File: src/rtl/ssp_pkg.sv
package ssp_pkg;

    typedef enum logic [1:0] {
        ST_IDLE = 2'd0,
        ST_TX   = 2'd1,
        ST_RX   = 2'd2
    } ssp_state_e;

endpackage

File: src/rtl/ssp_bit_timer.sv
module ssp_bit_timer #(
    parameter int SLOW_DIV  = 12,
    parameter int FAST_DIV  = 4,
    parameter int SLOW_LEAD = 3,
    parameter int FAST_LEAD = 1,
    parameter int SLOW_LOW  = 6,
    parameter int FAST_LOW  = 2,
    parameter int NBITS     = 8
) (
    input  logic clk,
    input  logic rst_n,
    input  logic run_i,
    input  logic fast_i,
    output logic sclk_low_o,
    output logic sample_o,
    output logic bit_end_o,
    output logic last_bit_o
);
    localparam int MAXDIV  = (SLOW_DIV > FAST_DIV) ? SLOW_DIV : FAST_DIV;
    localparam int PHASE_W = $clog2(MAXDIV);
    localparam int BIT_W   = (NBITS > 1) ? $clog2(NBITS) : 1;

    localparam logic [PHASE_W-1:0] S_LAST  = PHASE_W'(SLOW_DIV - 1);
    localparam logic [PHASE_W-1:0] F_LAST  = PHASE_W'(FAST_DIV - 1);
    localparam logic [PHASE_W-1:0] S_FALL  = PHASE_W'(SLOW_LEAD);
    localparam logic [PHASE_W-1:0] F_FALL  = PHASE_W'(FAST_LEAD);
    localparam logic [PHASE_W-1:0] S_RISE  = PHASE_W'(SLOW_LEAD + SLOW_LOW);
    localparam logic [PHASE_W-1:0] F_RISE  = PHASE_W'(FAST_LEAD + FAST_LOW);
    localparam logic [BIT_W-1:0]   LASTBIT = BIT_W'(NBITS - 1);

    typedef struct packed {
        logic [PHASE_W-1:0] phase;
        logic [BIT_W-1:0]   bitn;
    } tmr_t;

    tmr_t tmr_d, tmr_q;

    logic [PHASE_W-1:0] per_last, fall_at, rise_at;

    always_comb begin
        per_last = fast_i ? F_LAST : S_LAST;
        fall_at  = fast_i ? F_FALL : S_FALL;
        rise_at  = fast_i ? F_RISE : S_RISE;

        tmr_d = tmr_q;
        if (!run_i) begin
            tmr_d.phase = '0;
            tmr_d.bitn  = '0;
        end else if (tmr_q.phase == per_last) begin
            tmr_d.phase = '0;
            tmr_d.bitn  = tmr_q.bitn + 1'b1;
        end else begin
            tmr_d.phase = tmr_q.phase + 1'b1;
        end
    end

    always_ff @(posedge clk or negedge rst_n) begin
        if (!rst_n) tmr_q <= '0;
        else        tmr_q <= tmr_d;
    end

    assign sclk_low_o = run_i && (tmr_q.phase >= fall_at) && (tmr_q.phase < rise_at);
    assign sample_o   = run_i && (tmr_q.phase == rise_at - 1'b1);
    assign bit_end_o  = run_i && (tmr_q.phase == per_last);
    assign last_bit_o = (tmr_q.bitn == LASTBIT);


    phase_range_chk: assert property (@(posedge clk) disable iff (!rst_n)
        tmr_q.phase <= per_last);


    idle_phase_chk: assert property (@(posedge clk) disable iff (!rst_n)
        !run_i |=> (tmr_q.phase == '0));

endmodule

File: src/rtl/ssp_shifter.sv
module ssp_shifter #(
    parameter int W = 8
) (
    input  logic         clk,
    input  logic         rst_n,
    input  logic         load_i,
    input  logic [W-1:0] load_val_i,
    input  logic         shift_i,
    input  logic         ser_i,
    output logic [W-1:0] par_o
);
    typedef struct packed {
        logic [W-1:0] sh;
    } shf_t;

    shf_t shf_d, shf_q;

    always_comb begin
        shf_d = shf_q;
        if (load_i)       shf_d.sh = load_val_i;
        else if (shift_i) shf_d.sh = {ser_i, shf_q.sh[W-1:1]};
    end

    always_ff @(posedge clk or negedge rst_n) begin
        if (!rst_n) shf_q <= '0;
        else        shf_q <= shf_d;
    end

    assign par_o = shf_q.sh;


    load_wins_chk: assert property (@(posedge clk) disable iff (!rst_n)
        load_i |=> (par_o == $past(load_val_i)));

endmodule

File: src/rtl/ssp_sync_port.sv
module ssp_sync_port
    import ssp_pkg::*;
#(
    parameter int DATA_W    = 8,
    parameter int SLOW_DIV  = 12,
    parameter int FAST_DIV  = 4,
    parameter int SLOW_LEAD = 3,
    parameter int FAST_LEAD = 1,
    parameter int SLOW_LOW  = 6,
    parameter int FAST_LOW  = 2
) (
    input  logic              clk,
    input  logic              rst_n,
    input  logic              speed_fast_i,
    input  logic              rx_en_i,
    input  logic              tx_wr_i,
    input  logic [DATA_W-1:0] tx_data_i,
    input  logic              tx_done_clr_i,
    input  logic              rx_done_clr_i,
    input  logic              sdat_i,
    output logic              sdat_o,
    output logic              sdat_oe_o,
    output logic              sclk_o,
    output logic [DATA_W-1:0] rx_data_o,
    output logic              tx_done_o,
    output logic              rx_done_o
);
    typedef struct packed {
        ssp_state_e        state;
        logic              fast;
        logic              tx_done;
        logic              rx_done;
        logic [DATA_W-1:0] rx_buf;
    } port_t;

    port_t port_d, port_q;

    logic              run, sclk_low, sample, bit_end, last_bit;
    logic              start_tx, start_rx, tx_finish, rx_finish, do_shift;
    logic [DATA_W-1:0] sh_par;

    ssp_bit_timer #(
        .SLOW_DIV (SLOW_DIV),  .FAST_DIV (FAST_DIV),
        .SLOW_LEAD(SLOW_LEAD), .FAST_LEAD(FAST_LEAD),
        .SLOW_LOW (SLOW_LOW),  .FAST_LOW (FAST_LOW),
        .NBITS    (DATA_W)
    ) timer_i (
        .clk       (clk),
        .rst_n     (rst_n),
        .run_i     (run),
        .fast_i    (port_q.fast),
        .sclk_low_o(sclk_low),
        .sample_o  (sample),
        .bit_end_o (bit_end),
        .last_bit_o(last_bit)
    );

    ssp_shifter #(.W(DATA_W)) shifter_i (
        .clk       (clk),
        .rst_n     (rst_n),
        .load_i    (start_tx),
        .load_val_i(tx_data_i),
        .shift_i   (do_shift),
        .ser_i     (sdat_i),
        .par_o     (sh_par)
    );

    always_comb begin
        run       = (port_q.state != ST_IDLE);
        start_tx  = (port_q.state == ST_IDLE) && tx_wr_i;
        start_rx  = (port_q.state == ST_IDLE) && !tx_wr_i && rx_en_i && !port_q.rx_done;
        tx_finish = (port_q.state == ST_TX) && bit_end && last_bit;
        rx_finish = (port_q.state == ST_RX) && sample && last_bit;
        do_shift  = ((port_q.state == ST_TX) && bit_end) ||
                    ((port_q.state == ST_RX) && sample);

        port_d = port_q;
        case (port_q.state)
            ST_IDLE: begin
                if (start_tx) begin
                    port_d.state = ST_TX;
                    port_d.fast  = speed_fast_i;
                end else if (start_rx) begin
                    port_d.state = ST_RX;
                    port_d.fast  = speed_fast_i;
                end
            end
            ST_TX: if (tx_finish) port_d.state = ST_IDLE;
            ST_RX: if (rx_finish) begin
                port_d.state  = ST_IDLE;
                port_d.rx_buf = {sdat_i, sh_par[DATA_W-1:1]};
            end
            default: port_d.state = ST_IDLE;
        endcase

        port_d.tx_done = (port_q.tx_done && !tx_done_clr_i) || tx_finish;
        port_d.rx_done = (port_q.rx_done && !rx_done_clr_i) || rx_finish;
    end

    always_ff @(posedge clk or negedge rst_n) begin
        if (!rst_n) begin
            port_q       <= '0;
            port_q.state <= ST_IDLE;
        end else begin
            port_q <= port_d;
        end
    end

    assign sdat_o    = sh_par[0];
    assign sdat_oe_o = (port_q.state == ST_TX);
    assign sclk_o    = !sclk_low;
    assign rx_data_o = port_q.rx_buf;
    assign tx_done_o = port_q.tx_done;
    assign rx_done_o = port_q.rx_done;


    speed_hold_chk: assert property (@(posedge clk) disable iff (!rst_n)
        (port_q.state != ST_IDLE && $past(port_q.state) != ST_IDLE) |-> $stable(port_q.fast));


    idle_clock_high_chk: assert property (@(posedge clk) disable iff (!rst_n)
        (port_q.state == ST_IDLE) |-> sclk_o);


    tx_done_origin_chk: assert property (@(posedge clk) disable iff (!rst_n)
        $rose(tx_done_o) |-> ($past(port_q.state) == ST_TX && !sdat_oe_o));


    rx_block_chk: assert property (@(posedge clk) disable iff (!rst_n)
        (port_q.state == ST_IDLE && port_q.rx_done) |=> (port_q.state != ST_RX));


    tx_priority_chk: assert property (@(posedge clk) disable iff (!rst_n)
        (port_q.state == ST_IDLE && tx_wr_i) |=> (port_q.state == ST_TX));

endmodule

File: config.mk
export PLATFORM = sky130hd
export DESIGN_NAME = ssp_sync_port
export DESIGN_NICKNAME = d
export VERILOG_FILES = /design/src/rtl/ssp_pkg.sv /design/src/rtl/ssp_bit_timer.sv /design/src/rtl/ssp_shifter.sv /design/src/rtl/ssp_sync_port.sv
export SDC_FILE = /design/constraint.sdc
export NUM_CORES = 1
export LEC_CHECK = 0
export BUFFER_PORTS_ARGS = -buffer_cell sky130_fd_sc_hd__buf_2
export CAP_MARGIN = 20
export CORE_ASPECT_RATIO = 0.7
export CORE_MARGIN = 4
export CORE_UTILIZATION = 50
export CTS_BUF_LIST = sky130_fd_sc_hd__clkbuf_16
export CTS_CLUSTER_SIZE = 12
export DETAILED_ROUTE_END_ITERATION = 8
export PLACE_DENSITY = 0.74
export REMOVE_ABC_BUFFERS = 1
export SETUP_SLACK_MARGIN = 0.02
export SYNTH_ARGS = -nofsm -noshare
export SYNTH_HDL_FRONTEND = slang
export SYNTH_SLANG_ARGS = --single-unit
File: constraint.sdc
create_clock -name clk -period 1.9 [get_ports clk]
set_input_delay 0.38 -clock clk [delete_from_list [all_inputs] [get_ports clk]]
set_output_delay 0.38 -clock clk [all_outputs]
set_load 0.1 [all_outputs]
==> impl_metrics.csv <==
group,metric,value,unit
critical_path,reg2regPathDepth,6,
finish,drive_above_1_share,49.3,%
synthesis,synthFlopType,"dfrtp_1",
sta,fin_worst_skew,0.00843,ns
detailed_routing,wirelength,2940,um
detailed_routing,via_count,1004,
power,p_leak,0.000882,uW
detailed_routing,first_pass_iters,4,
global_routing,grt_pass1_vias,1037,
synthesis,synth_cell_types,31,
critical_path,crit_fanout,3,
critical_path,path_class,"flop to primary output",
finish,finalNonFillerCells,178,
floorplan,num_rows,15,
cts,clock_latency,0.27,ns
synthesis,async_reset_ff_share,100,%
sta,post-route-min-period,2.14,ns
synthesis,netlist_area,1400,um2
detailed_routing,ant_nets,0,
finish,fill_cells,186,
critical_path,critical_path.endpoint_type,"primary output",
run,cap_violations,0,
sta,setup_viol_count_final,1,
run_status,violations,"negative setup slack",
sta,max_freq,0.468,GHz
critical_path,worstPathRequired,1.52,ns
global_routing,globalRouteTotalUtil,17.7,%
finish,stdcell_area,1720,um2
placed_design,dp_hpwl,2060,um
floorplan,dieArea,3730,um2
cts,cts_sinks,28,
sta,rsz0062_at_grt,"yes",
floorplan,dieHeight,52.3,um
hold_path,hold_path.class,"primary input to async pin",
synthesis,synth.top_cell.area_share,50.0,%
synthesis,seq_area_frac_synth,50.0,%
cts,clk_pin_slew,0.07,ns
power,power_density,1600,nW/um2
cts,cts_htree_levels,1,
critical_path,arrival,1.76,ns
global_routing,grt_pass1_wl,5000,um
run_status,outcome,"finished, violations left",
placed_design,place_inst,170,
detailed_routing,vias_per_cell,5.64,
critical_path,ff2ff_setup_slack,0.02,ns
global_routing,grt-ovfl-total,0,
power,peakVddDrop,0.869,mV
placed_design,gp_congestion,0.782,
sta,setup_slack,-0.236,ns
floorplan,io-pin-count,29,
placed_design,dpl_cell_area,1560,um2
cts,cts_tree,"built",
finish,synthToLayoutAreaGrowth,22.9,%
detailed_routing,drc,0,
critical_path,critPathLaunchType,"flop",
synthesis,synthTopCellsByArea,"dfrtp_1, mux2_2, a221o_1",
finish,nNetsFinal,167,
critical_path,r2r_start,"timer_i.tmr_q[4]$_DFF_PN0_",
critical_path,critPathLaunch,"port_q[10]$_DFFE_PN0P_",
sta,max-slew-margin-rel,60.3,%
floorplan,die_w,71.3,um
placed_design,pre_cts_ws,-0.166,ns
cts,cts_hold_buf,0,
synthesis,synth_seq_cells,28,
floorplan,core_area,2570,um2
cts,numCtsBuffers,3,
synthesis,ys_warn_count,0,
global_routing,grt_max_degree,29,
sta,finalHoldViolations,0,
detailed_routing,drt-wirelength-per-cell,16.5,um
sta,drv_slew,0,
sta,timing.final.crit_share,112,%
placed_design,placement.io_buffers,28,
global_routing,antenna_found_initial,0,
detailed_routing,drt_iter0_drc,50,
critical_path,r2r_end,"shifter_i.par_o[0]$_DFFE_PN0P_",
synthesis,syn_area_per_cell,12.5,um2
cts,clk_path_buf_depth,2,
finish,n_antenna_cell,0,
cts,cts_root_buffer,"clkbuf_16",
synthesis,synth_edf_count,0,
synthesis,yosysTopAreaCell,"dfrtp_1",
floorplan,start_util,54.5,%
sta,worst_pin_slew,0.596,ns
synthesis,synth_cells,112,
==> worst max path at each step <==
stage                     endpoint  slack (ns)
after floorplan             sclk_o       -2.27
after global placement      sclk_o       -0.05
after detailed placement    sclk_o       -0.17
after CTS                   sclk_o       -0.23
after global routing        sclk_o       -0.30
final                       sclk_o       -0.24
==> cells in the final DEF (no fill, tap or decap), drive strengths merged, types with 2 or more instances in the layout <==
cell type  Yosys  routed
buf           10      37
dfrtp         28      28
mux2           9       9
and2           8       8
a221o          8       8
nor2           6       6
nand2          6       6
ha             6       6
nor2b          4       4
clkbuf         0       3
inv            3       3
o21ai          2       2
xnor2          2       2
and3           1       2
a21o           2       2
a21oi          2       2
==> what timing repair did <==
item,CTS,global route
cloned,0,1
pin swaps,8,5
setup buffers,3,0
gates resized for setup,8,1
setup endpoints to repair,9,17
==> critical path: stages (launching register included) <==
cell and delay, ns:
dfrtp_1 0.38, inv_2 0.07, ha_4 0.20, a211o_2 0.30, a211oi_2 0.22, o41ai_2 0.12
buf_6 0.20
==> cell usage after synthesis (2+ instances only) <==
library cell and number:
a21o_1 2, a21oi_1 2, a221o_1 8, and2_2 8, buf_4 8, buf_6 2
dfrtp_1 28, ha_1 6, inv_1 3, mux2_2 9, nand2_1 6, nor2_1 6
nor2b_1 4, o21ai_0 2, xnor2_1 2
==> power by group <==
part           total (uW)  internal [uW]  leakage, uW  switching [uW]
clock network         484            283    0.0000385             201
registers             919            752     0.000369             167
logic                1350            586     0.000474             760
==> cell type report <==
type                            instances  area, um2  share of cell area [%]
Sequential cell                        28        701                    40.7
Multi-Input combinational cell         72        647                    37.6
Timing Repair Buffer                   37        241                    14.0
Clock buffer                            3       75.1                    4.36
Tap cell                               34       42.5                    2.47
Inverter                                3       11.3                   0.654
Clock inverter                          1       3.75                   0.218
==> state kept, by name, indices dropped and copies added (netlist names) <==
| name | flops |
|---|---|
| timer_i.tmr_q | 7 |
| shifter_i.par_o | 8 |
| rx_data_o | 8 |
| port_q | 3 |
| rx_done_o | 1 |
| tx_done_o | 1 |
==> kinds of logic after synthesis <==
kind of cell | Yosys count | synth area share (%)
compound gates | 21 | 14.4
flops | 28 | 50.0
simple gates | 32 | 14.5
buf+inv | 13 | 6.70
fa+ha+maj | 6 | 5.36
xor+xnor | 3 | 1.88
mux | 9 | 7.23
==> stage by stage <==
step | setup TNS (ns) | hold WS [ns] | total power, uW | util, %
after global routing | -0.400 | 0.158 | 2890 | 67.0
after detailed placement | -0.166 | 0.426 | 2090 | 60.7
final | -0.236 | 0.113 | 2750 | 67.0
after CTS | -0.229 | 0.144 | 2730 | 66.5
after floorplan | -10.68 | 0.0844 | 1710 | -
after global placement | -0.0543 | 0.424 | 2020 | 60.7
==> metal layers <==
metal,vias up,part of all wire (%),track usage [%]
met1,499,47,22.7
met5,-,0,0
met4,0,2.0,6.88
met2,31,46,28.2
li1,465,-,-
met3,9,5.4,5.36
Note: power is estimated with default switching activity, not from simulation.
